===== config.mk =====
export PLATFORM = sky130hd
export DESIGN_NAME = cmp_irq_ctrl
export DESIGN_NICKNAME = d
export VERILOG_FILES = /design/src/rtl/cmp_irq_pkg.sv /design/src/rtl/cmp_irq_sync.sv /design/src/rtl/cmp_irq_chan.sv /design/src/rtl/cmp_irq_regs.sv /design/src/rtl/cmp_irq_ctrl.sv
export SDC_FILE = /design/constraint.sdc
export NUM_CORES = 1
export LEC_CHECK = 0
export BUFFER_PORTS_ARGS = -buffer_cell sky130_fd_sc_hd__buf_4
export CORE_MARGIN = 2
export CORE_UTILIZATION = 52
export DETAILED_ROUTE_END_ITERATION = 8
export PLACE_DENSITY_LB_ADDON = 0.1
export SYNTH_ARGS = -nofsm -noshare
export SYNTH_HDL_FRONTEND = slang
export SYNTH_SLANG_ARGS = --single-unit

===== constraint.sdc =====
create_clock -name clk -period 1.5 [get_ports clk]
set_input_delay 0.225 -clock clk [delete_from_list [all_inputs] [get_ports clk]]
set_output_delay 0.225 -clock clk [all_outputs]
set_load 0.03 [all_outputs]

===== src/rtl/cmp_irq_pkg.sv =====
// Shared types and register layout for the comparator edge interrupt controller.
package cmp_irq_pkg;

    // Event selector encoding; values are visible to software.
    typedef enum logic [1:0] {
        EV_NONE = 2'b00,
        EV_RISE = 2'b01,
        EV_FALL = 2'b10,
        EV_ANY  = 2'b11
    } evsel_e;

    // Per-channel configuration word: {enable, select[1:0], invert}.
    localparam int CFG_W     = 4;
    localparam int CFG_INV   = 0;
    localparam int CFG_SEL_L = 1;
    localparam int CFG_EN    = 3;

    // Status register enable bit positions.
    localparam int STS_PE    = 4;
    localparam int STS_GE    = 5;

endpackage


===== src/rtl/cmp_irq_sync.sv =====
// Multi-stage synchronizer for one asynchronous comparator level.
// Assumes the input is a slow level; the stages carry no reset so they
// keep sampling while reset is held and are settled when it releases.
module cmp_irq_sync #(
    parameter int STAGES = 2
) (
    input  logic clk,
    input  logic d_i,
    output logic q_o
);
    logic [STAGES-1:0] chain_q;

    // Shift the raw level through the stage chain.
    always_ff @(posedge clk) begin
        chain_q <= {chain_q[STAGES-2:0], d_i};
    end

    assign q_o = chain_q[STAGES-1];

endmodule


===== src/rtl/cmp_irq_chan.sv =====
// One comparator channel: synchronize, optionally invert, detect the
// selected transition and hold a sticky flag.
// Assumes inv_i resets to 0 together with this module so the previous-level
// register captures the synchronized level during reset.
module cmp_irq_chan
    import cmp_irq_pkg::*;
#(
    parameter int SYNC_STAGES = 2
) (
    input  logic       clk,
    input  logic       rst_n,
    input  logic       raw_i,
    input  logic       inv_i,
    input  logic [1:0] sel_i,
    input  logic       sw_wr_i,
    input  logic       sw_val_i,
    output logic       level_o,
    output logic       flag_o
);
    logic   synced;
    logic   level;
    logic   prev_q;
    logic   flag_q;
    logic   rise;
    logic   fall;
    logic   hit;
    evsel_e sel;

    cmp_irq_sync #(.STAGES(SYNC_STAGES)) u_sync (
        .clk (clk),
        .d_i (raw_i),
        .q_o (synced)
    );

    assign sel   = evsel_e'(sel_i);
    assign level = synced ^ inv_i;
    assign rise  = level & ~prev_q;
    assign fall  = ~level & prev_q;

    // Pick which transition raises the flag.
    always_comb begin
        unique case (sel)
            EV_NONE: hit = 1'b0;
            EV_RISE: hit = rise;
            EV_FALL: hit = fall;
            EV_ANY:  hit = rise | fall;
            default: hit = 1'b0;
        endcase
    end

    // Remember the conditioned level; loaded during reset to avoid a false edge.
    always_ff @(posedge clk) begin
        prev_q <= level;
    end

    // Sticky flag: event sets, software write sets or clears, event wins.
    always_ff @(posedge clk) begin
        if (!rst_n) begin
            flag_q <= 1'b0;
        end else begin
            flag_q <= hit | (sw_wr_i ? sw_val_i : flag_q);
        end
    end

    assign level_o = level;
    assign flag_o  = flag_q;

    // hardware never drops a flag
    p_flag_hold_r7: assert property (@(posedge clk) disable iff (!rst_n)
        (flag_q && !(sw_wr_i && !sw_val_i)) |=> flag_q);

    // mode none stays quiet
    p_none_quiet_r3: assert property (@(posedge clk) disable iff (!rst_n)
        (sel == EV_NONE && !flag_q && !(sw_wr_i && sw_val_i)) |=> !flag_q);

    // rising transition recorded
    p_rise_sets_r4: assert property (@(posedge clk) disable iff (!rst_n)
        (sel == EV_RISE && level && !prev_q) |=> flag_q);

    // falling transition recorded
    p_fall_sets_r5: assert property (@(posedge clk) disable iff (!rst_n)
        (sel == EV_FALL && !level && prev_q) |=> flag_q);

    // software set
    p_sw_set_r8: assert property (@(posedge clk) disable iff (!rst_n)
        (sw_wr_i && sw_val_i) |=> flag_q);

    // event beats a same-cycle clear
    p_set_wins_r11: assert property (@(posedge clk) disable iff (!rst_n)
        (sel == EV_ANY && (level != prev_q) && sw_wr_i && !sw_val_i) |=> flag_q);

endmodule


===== src/rtl/cmp_irq_regs.sv =====
// Register file: per-channel configuration, flag write strobes, enables and
// the registered read path. Assumes one access per cycle on the bus.
module cmp_irq_regs
    import cmp_irq_pkg::*;
#(
    parameter int NCH = 2,
    parameter int AW  = 2,
    parameter int DW  = 6
) (
    input  logic                clk,
    input  logic                rst_n,
    input  logic                bus_valid,
    input  logic                bus_write,
    input  logic [AW-1:0]       bus_addr,
    input  logic [DW-1:0]       bus_wdata,
    output logic [DW-1:0]       bus_rdata,
    output logic                bus_rvalid,
    input  logic [NCH-1:0]      flags_i,
    input  logic [NCH-1:0]      level_i,
    output logic [NCH-1:0]      inv_o,
    output logic [NCH-1:0]      en_o,
    output logic [NCH-1:0][1:0] sel_o,
    output logic                pe_o,
    output logic                ge_o,
    output logic                flag_wr_o,
    output logic [NCH-1:0]      flag_wdata_o
);
    localparam int FLG_ADDR = NCH;
    localparam int STS_ADDR = NCH + 1;

    logic [CFG_W-1:0] cfg_q [NCH];
    logic             pe_q;
    logic             ge_q;
    logic             wr_any;
    logic             rd_any;
    logic [DW-1:0]    rd_mux;

    assign wr_any = bus_valid & bus_write;
    assign rd_any = bus_valid & ~bus_write;

    for (genvar c = 0; c < NCH; c++) begin : g_cfg
        // Hold one channel's configuration word.
        always_ff @(posedge clk) begin
            if (!rst_n) begin
                cfg_q[c] <= '0;
            end else if (wr_any && bus_addr == AW'(c)) begin
                cfg_q[c] <= bus_wdata[CFG_W-1:0];
            end
        end
        assign inv_o[c] = cfg_q[c][CFG_INV];
        assign en_o[c]  = cfg_q[c][CFG_EN];
        assign sel_o[c] = cfg_q[c][CFG_SEL_L +: 2];
    end

    // Hold the peripheral and global enables.
    always_ff @(posedge clk) begin
        if (!rst_n) begin
            pe_q <= 1'b0;
            ge_q <= 1'b0;
        end else if (wr_any && bus_addr == AW'(STS_ADDR)) begin
            pe_q <= bus_wdata[STS_PE];
            ge_q <= bus_wdata[STS_GE];
        end
    end

    assign flag_wr_o    = wr_any && (bus_addr == AW'(FLG_ADDR));
    assign flag_wdata_o = bus_wdata[NCH-1:0];
    assign pe_o         = pe_q;
    assign ge_o         = ge_q;

    // Select the word addressed by a read.
    always_comb begin
        rd_mux = '0;
        for (int c = 0; c < NCH; c++) begin
            if (bus_addr == AW'(c)) begin
                rd_mux[CFG_W-1:0] = cfg_q[c];
            end
        end
        if (bus_addr == AW'(FLG_ADDR)) begin
            rd_mux[NCH-1:0] = flags_i;
        end
        if (bus_addr == AW'(STS_ADDR)) begin
            rd_mux[NCH-1:0] = level_i;
            rd_mux[STS_PE]  = pe_q;
            rd_mux[STS_GE]  = ge_q;
        end
    end

    // Register read data and its valid strobe.
    always_ff @(posedge clk) begin
        if (!rst_n) begin
            bus_rdata  <= '0;
            bus_rvalid <= 1'b0;
        end else begin
            bus_rvalid <= rd_any;
            if (rd_any) begin
                bus_rdata <= rd_mux;
            end
        end
    end

    // every read answers on the next cycle
    p_read_latency_r13: assert property (@(posedge clk) disable iff (!rst_n)
        rd_any |=> bus_rvalid);

    // no answer without a request
    p_no_spurious_read_r13: assert property (@(posedge clk) disable iff (!rst_n)
        !rd_any |=> !bus_rvalid);

endmodule


===== src/rtl/cmp_irq_ctrl.sv =====
// Top: comparator edge interrupt controller. Instantiates one channel per
// comparator, the register file and the registered request gate.
// Assumes NCH <= 4 so the levels fit below the enable bits of status.
module cmp_irq_ctrl
    import cmp_irq_pkg::*;
#(
    parameter int NCH         = 2,
    parameter int SYNC_STAGES = 2,
    parameter int DW          = STS_GE + 1,
    parameter int AW          = $clog2(NCH + 2)
) (
    input  logic           clk,
    input  logic           rst_n,
    input  logic [NCH-1:0] cmp_raw,
    input  logic           bus_valid,
    input  logic           bus_write,
    input  logic [AW-1:0]  bus_addr,
    input  logic [DW-1:0]  bus_wdata,
    output logic [DW-1:0]  bus_rdata,
    output logic           bus_rvalid,
    output logic           irq
);
    logic [NCH-1:0]      inv;
    logic [NCH-1:0]      en;
    logic [NCH-1:0][1:0] sel;
    logic [NCH-1:0]      flags;
    logic [NCH-1:0]      levels;
    logic [NCH-1:0]      flag_wdata;
    logic                flag_wr;
    logic                pe;
    logic                ge;
    logic                irq_q;
    logic                req_now;

    cmp_irq_regs #(.NCH(NCH), .AW(AW), .DW(DW)) u_regs (
        .clk          (clk),
        .rst_n        (rst_n),
        .bus_valid    (bus_valid),
        .bus_write    (bus_write),
        .bus_addr     (bus_addr),
        .bus_wdata    (bus_wdata),
        .bus_rdata    (bus_rdata),
        .bus_rvalid   (bus_rvalid),
        .flags_i      (flags),
        .level_i      (levels),
        .inv_o        (inv),
        .en_o         (en),
        .sel_o        (sel),
        .pe_o         (pe),
        .ge_o         (ge),
        .flag_wr_o    (flag_wr),
        .flag_wdata_o (flag_wdata)
    );

    for (genvar c = 0; c < NCH; c++) begin : g_chan
        cmp_irq_chan #(.SYNC_STAGES(SYNC_STAGES)) u_chan (
            .clk      (clk),
            .rst_n    (rst_n),
            .raw_i    (cmp_raw[c]),
            .inv_i    (inv[c]),
            .sel_i    (sel[c]),
            .sw_wr_i  (flag_wr),
            .sw_val_i (flag_wdata[c]),
            .level_o  (levels[c]),
            .flag_o   (flags[c])
        );
    end

    assign req_now = (|(flags & en)) & pe & ge;

    // Register the combined request level.
    always_ff @(posedge clk) begin
        if (!rst_n) begin
            irq_q <= 1'b0;
        end else begin
            irq_q <= req_now;
        end
    end

    assign irq = irq_q;

    // global enable off keeps the request low
    p_ge_gates_r9: assert property (@(posedge clk) disable iff (!rst_n)
        !ge |=> !irq);

    // peripheral enable off keeps the request low
    p_pe_gates_r9: assert property (@(posedge clk) disable iff (!rst_n)
        !pe |=> !irq);

    // pending enabled flag raises the request a cycle later
    p_req_follows_r9: assert property (@(posedge clk) disable iff (!rst_n)
        (|(flags & en) && pe && ge) |=> irq);

endmodule


# ---- Yosys cells after proc, flatten, opt, wreduce, memory -nomap -nowiden
# Memory sizes are Yosys's and may differ from the RTL's.
# Cells that the tools add are included.
dict set report classes {
  eq_ne 9
  mux 18
  n_bitwise 22
  n_reduce_logical 8
}
# cell count
set op_table {}
lappend op_table {{two-way mux 4 bit} 4}
lappend op_table {{equality test 2 bit (second input constant)} 6}
lappend op_table {{two-way mux 1 bit} 9}
lappend op_table {{AND 1 bit} 8}
lappend op_table {{case mux 1 bit (4 select lines)} 2}
lappend op_table {{equality test 2 x 1 -> 1 bit (second input constant)} 3}
lappend op_table {{logical NOT 2 bit} 3}
lappend op_table {{two-way mux 2 bit} 3}
lappend op_table {{bitwise OR 1 bit} 6}
lappend op_table {{NOT 1 bit} 5}
lappend op_table {{logical AND 1 bit} 4}
lappend op_table {{AND 2 bit} 1}
lappend op_table {{OR reduction 2 bit} 1}
lappend op_table {{XOR 1 bit} 2}
dict set report totals {
  ff_bits 18
  ramBits 8
  in_bits 14
  out_inout_bits 8
  wordCells 69
  memories 1
}
# name words width rd rd_ports_with_merged_regs write_ports line_no
set mem_list {}
lappend mem_list {u_regs.cfg_q 2 4 2 0 2 cmp_irq_regs.sv:31} ;# logic [CFG_W-1:0] cfg_q [NCH];

# ---- Longest topological paths before layout
dict set report depth {
  depth_word 6
  ltp_mapped 5
  depth_no_buf 5
}

# ---- By module
# From an unflattened synthesis, not the netlist that was laid out.
dict set report unflattened {
  cells_unflattened 103
  hier_area_um2 1166.1
}
# module n_inst cells_each area_per_inst_um2 seq_area_each_um2
set by_module_without_submodules {}
lappend by_module_without_submodules {cmp_irq_regs 1 69 792.0 420.4}
lappend by_module_without_submodules {cmp_irq_chan 2 13 128.9 40.0}
lappend by_module_without_submodules {cmp_irq_sync 2 2 40.0 40.0}
lappend by_module_without_submodules {cmp_irq_ctrl 1 4 36.3 20.0}

# ---- Least setup slack after synthesis
# OpenSTA, ideal clock, no wires.
dict set report synth_timing {
  path_kind {flip-flop to flip-flop}
  from {mem u_regs.cfg_q[1][0]}
  to {reg g_chan[1].u_chan.flag_q}
  setup_time_ps 133
  t_arrival_ps 1122
  required_time_ps 1367
  setup_slack_ps 246
  path_stages_with_launch 6
  n_path_buf 0
  synth_period_minus_slack_ps 1254
  path_cell_list {edfxtp_1 > xor2_1 > ha_1 > nor2b_1 > o21ai_0 > a31oi_1}
}
# element line_no
set synth_lines {}
lappend synth_lines {{start: declaration} cmp_irq_regs.sv:31}
lappend synth_lines {{end signal: assignment} cmp_irq_chan.sv:61} ;# flag_q <= hit | (sw_wr_i ? sw_val_i : flag_q);
lappend synth_lines {{end: declaration} cmp_irq_chan.sv:23} ;# logic flag_q;

==> out/metrics.csv <==
stage,metric,value,unit
routing,DR vias,831,
cts,Root Buffer Master,clkbuf_4,
sta,Final Hold Vio Count,0,
pwr,PD cells,1060,nW/µm²
synth,sequential area share after synthesis,54.7,%
routing,DR iter-0 viols,22,
cts,Worst-Skew Late Latency,0.32,ns
cts,"Clk pin slew, worst setup/hold paths",0.14,ns
cts,CTS Sinks,26,
synth,Yosys reg bits,26,
setup_path,CP Capture Type,flop,
floorplanning,die area,2490,µm²
setup_path,Crit Path Max Fanout,3,
synth,"EDFF count, synth",8,
cts,cts bufs inserted,3,
sta,Tmin final,1.37,ns
floorplanning,starting density of the core,55.4,%
setup_path,WS Path Type,flop to flop,
finish,nets@finish,145,
global_route,total track usage,18.1,%
floorplanning,Core ar.,1980,µm²
sta,final slew viol count,0,
synth,synth unique cells,29,
routing,Detail Route Antenna Nets,0,
floorplanning,Die Wd,49.9,µm
finish,filler cell count,160,
sta,Final Setup Violations,0,
sta,maximum achievable frequency,732,MHz
synth,ranking of synthesized cells by area,"dfxtp_1 33%, edfxtp_1 22%, and2_1 4.6%, mux2i_1 3.6%, a22oi_1 3.4%",
finish,"most common cell after layout, fill and taps aside",buf_4,
routing,DR WL/cell,13.3,µm
sta,Setup TNS,0,ns
finish,most frequent cells in the layout,"23 x buf_4, 18 x dfxtp_1, 8 x and2_1, 8 x edfxtp_1, 7 x nor2_1",
routing,DR vias/cell,5.36,
synth,Mapped Area,1100,µm²
sta,Slew headroom,76.8,%
global_route,first-pass GRT wire length,3420,µm
global_route,initial antenna violation count,0,
global_route,pin count of the biggest net entering global routing,16,
floorplanning,die height,49.9,µm
finish,Seq. cell area,601,µm²
sta,Worst-Margin Slew,0.347,ns
setup_path,CP arrival,1.58,ns
synth,Mapped Nets,118,
synth,ys flop type,dfxtp_1,
floorplanning,Rows,16,
finish,number of inserted diodes,0,
routing,# DRC,0,
synth,Synth async-reset ratio,0,%
synth,Cells after Synth,102,
finish,area of the multi-input gates,475,µm²
pwr,Leak,0.577,nW
job,max_cap viols,0,
floorplanning,Ports,22,
placement,Final HPWL DP,1480,µm
finish,Non-Filler Instances,155,
synth,Synth top area share,32.8,%
worst_hold_path,Worst Hold Class,input port to flop,
sta,final worst-path cycle share,91.0,%
setup_path,Worst setup SP type,flop,
cts,postcts setup bufs,0,
routing,drt pass-1 iters,4,
routing,total routed wirelength,2070,µm
synth,dominant cell type by area after synthesis,dfxtp_1,
pwr,Worst VDD drop,630,µV
sta,RSZ-0062 raised after global routing,false,
placement,gp weighted congestion,0.827,
placement,IO buf count,21,
synth,Syn Area/Cell,10.8,µm²
pwr,total power,1.45,mW
run_status,status,finished clean,
global_route,vias in the first global route,814,
sta,Clock Skew,0.00455,ns
setup_path,CP required,1.71,ns
placement,placed insts,149,
cts,clk buf depth,2,
cts,CTS tree,done,
finish,layout cells sized above 1,25.8,%
cts,H-tree level count,1,
synth,YS warnings,0,
finish,area grow syn2layout,24.9,%
global_route,gr ovfl total,0,
-- worst paths after layout --
| path | end | slack (ns) | depth (start not counted) | start |
|---|---|---|---|---|
| worst max-delay path | g_chan[1].u_chan.flag_o$_SDFF_PN0_ | 0.13 | 5 | u_regs.cfg_q[1][0]$_SDFFCE_PN0P_ |
| worst min-delay path | u_regs.pe_o$_SDFFE_PN0P_ | 0.13 | 3 | bus_wdata[4] |
| worst max register to register | g_chan[1].u_chan.flag_o$_SDFF_PN0_ | 0.13 | 5 | u_regs.cfg_q[1][0]$_SDFFCE_PN0P_ |
| worst min register to register | g_chan[0].u_chan.u_sync.chain_q[1]$_DFF_P_ | 0.35 | 0 | g_chan[0].u_chan.u_sync.chain_q[0]$_DFF_P_ |
-- logic make-up (layout without fill, tap and decap cells) --
kind of cell             after synthesis  in the layout  synth area share (%)
flip-flops                            26             26                  54.7
buffers and inverters                  7             33                  2.62
XOR/XNOR                               4              4                  3.19
multiplexers                           8              8                  7.75
AND/OR/NAND/NOR                       38             38                  19.2
AO/OA/AOI/OAI                         17             17                  10.3
adder cells (fa/ha/maj)                2              2                  2.28
-- flip-flops by register name, summed over array words and instances, names as in the netlist --
| register | flops |
|---|---|
| g_chan.u_chan.flag_o | 2 |
| g_chan.u_chan.prev_q | 2 |
| g_chan.u_chan.u_sync.chain_q | 4 |
| irq | 1 |
| u_regs.bus_rdata | 6 |
| u_regs.bus_rvalid | 1 |
| u_regs.cfg_q | 8 |
| u_regs.ge_o | 1 |
| u_regs.pe_o | 1 |
-- Yosys cell counts, types with 3 or more instances --
| cell | number |
|---|---|
| nor2_1 | 7 |
| and2_1 | 8 |
| nand4_1 | 3 |
| inv_1 | 4 |
| dfxtp_1 | 18 |
| a22oi_1 | 5 |
| nor2b_1 | 3 |
| edfxtp_1 | 8 |
| a21oi_1 | 4 |
| nand2_1 | 6 |
| mux2i_1 | 4 |
| xor2_1 | 4 |
-- layout make-up --
type | instances | share of cell area, %
Clock buffer | 3 | 1.64
Tap cell | 27 | 2.47
Inverter | 4 | 1.10
Multi-Input combinational cell | 69 | 34.7
Timing Repair Buffer | 25 | 14.1
Sequential cell | 26 | 43.8
Clock inverter | 1 | 2.19
-- repair_timing --
item                                    CTS  global route
hold buffers                              2             0
endpoints found under the hold margin     2             0
endpoints found under the setup margin    0             1
resized for setup                         0             1
-- worst max-delay path, stage by stage (launching register included) --
cell and delay [ns]:
edfxtp_1 0.48, xor2_2 0.22, ha_1 0.29, nor2b_1 0.04
o21ai_0 0.15, a31oi_1 0.09
-- metal layers --
metal,GRT usage (%),routed length [µm],up-vias
met4,6.94,12,0
met2,28.4,968,25
met1,23.7,992,390
met5,0,0,-
li1,-,-,414
met3,4.85,95,2
-- power by group --
group / leakage [nW] / switching, mW / internal, mW
combinational: 0.324 / 0.0888 / 0.0880
sequential: 0.226 / 0.0302 / 0.766
clock: 0.0279 / 0.203 / 0.270
-- through the flow --
step                      worst slack, ns  utilization (%)  instance area, µm²  hold slack (ns)
after floorplan                     0.246                -                1100            0.253
after global placement              0.218             65.1                1290            0.310
after detailed placement            0.156             65.1                1290            0.318
after CTS                           0.128             68.8                1360            0.134
after global routing               0.0169             69.1                1370            0.130
final                               0.135             69.1                1370            0.133
Note: power is estimated with default switching activity, not from simulation.
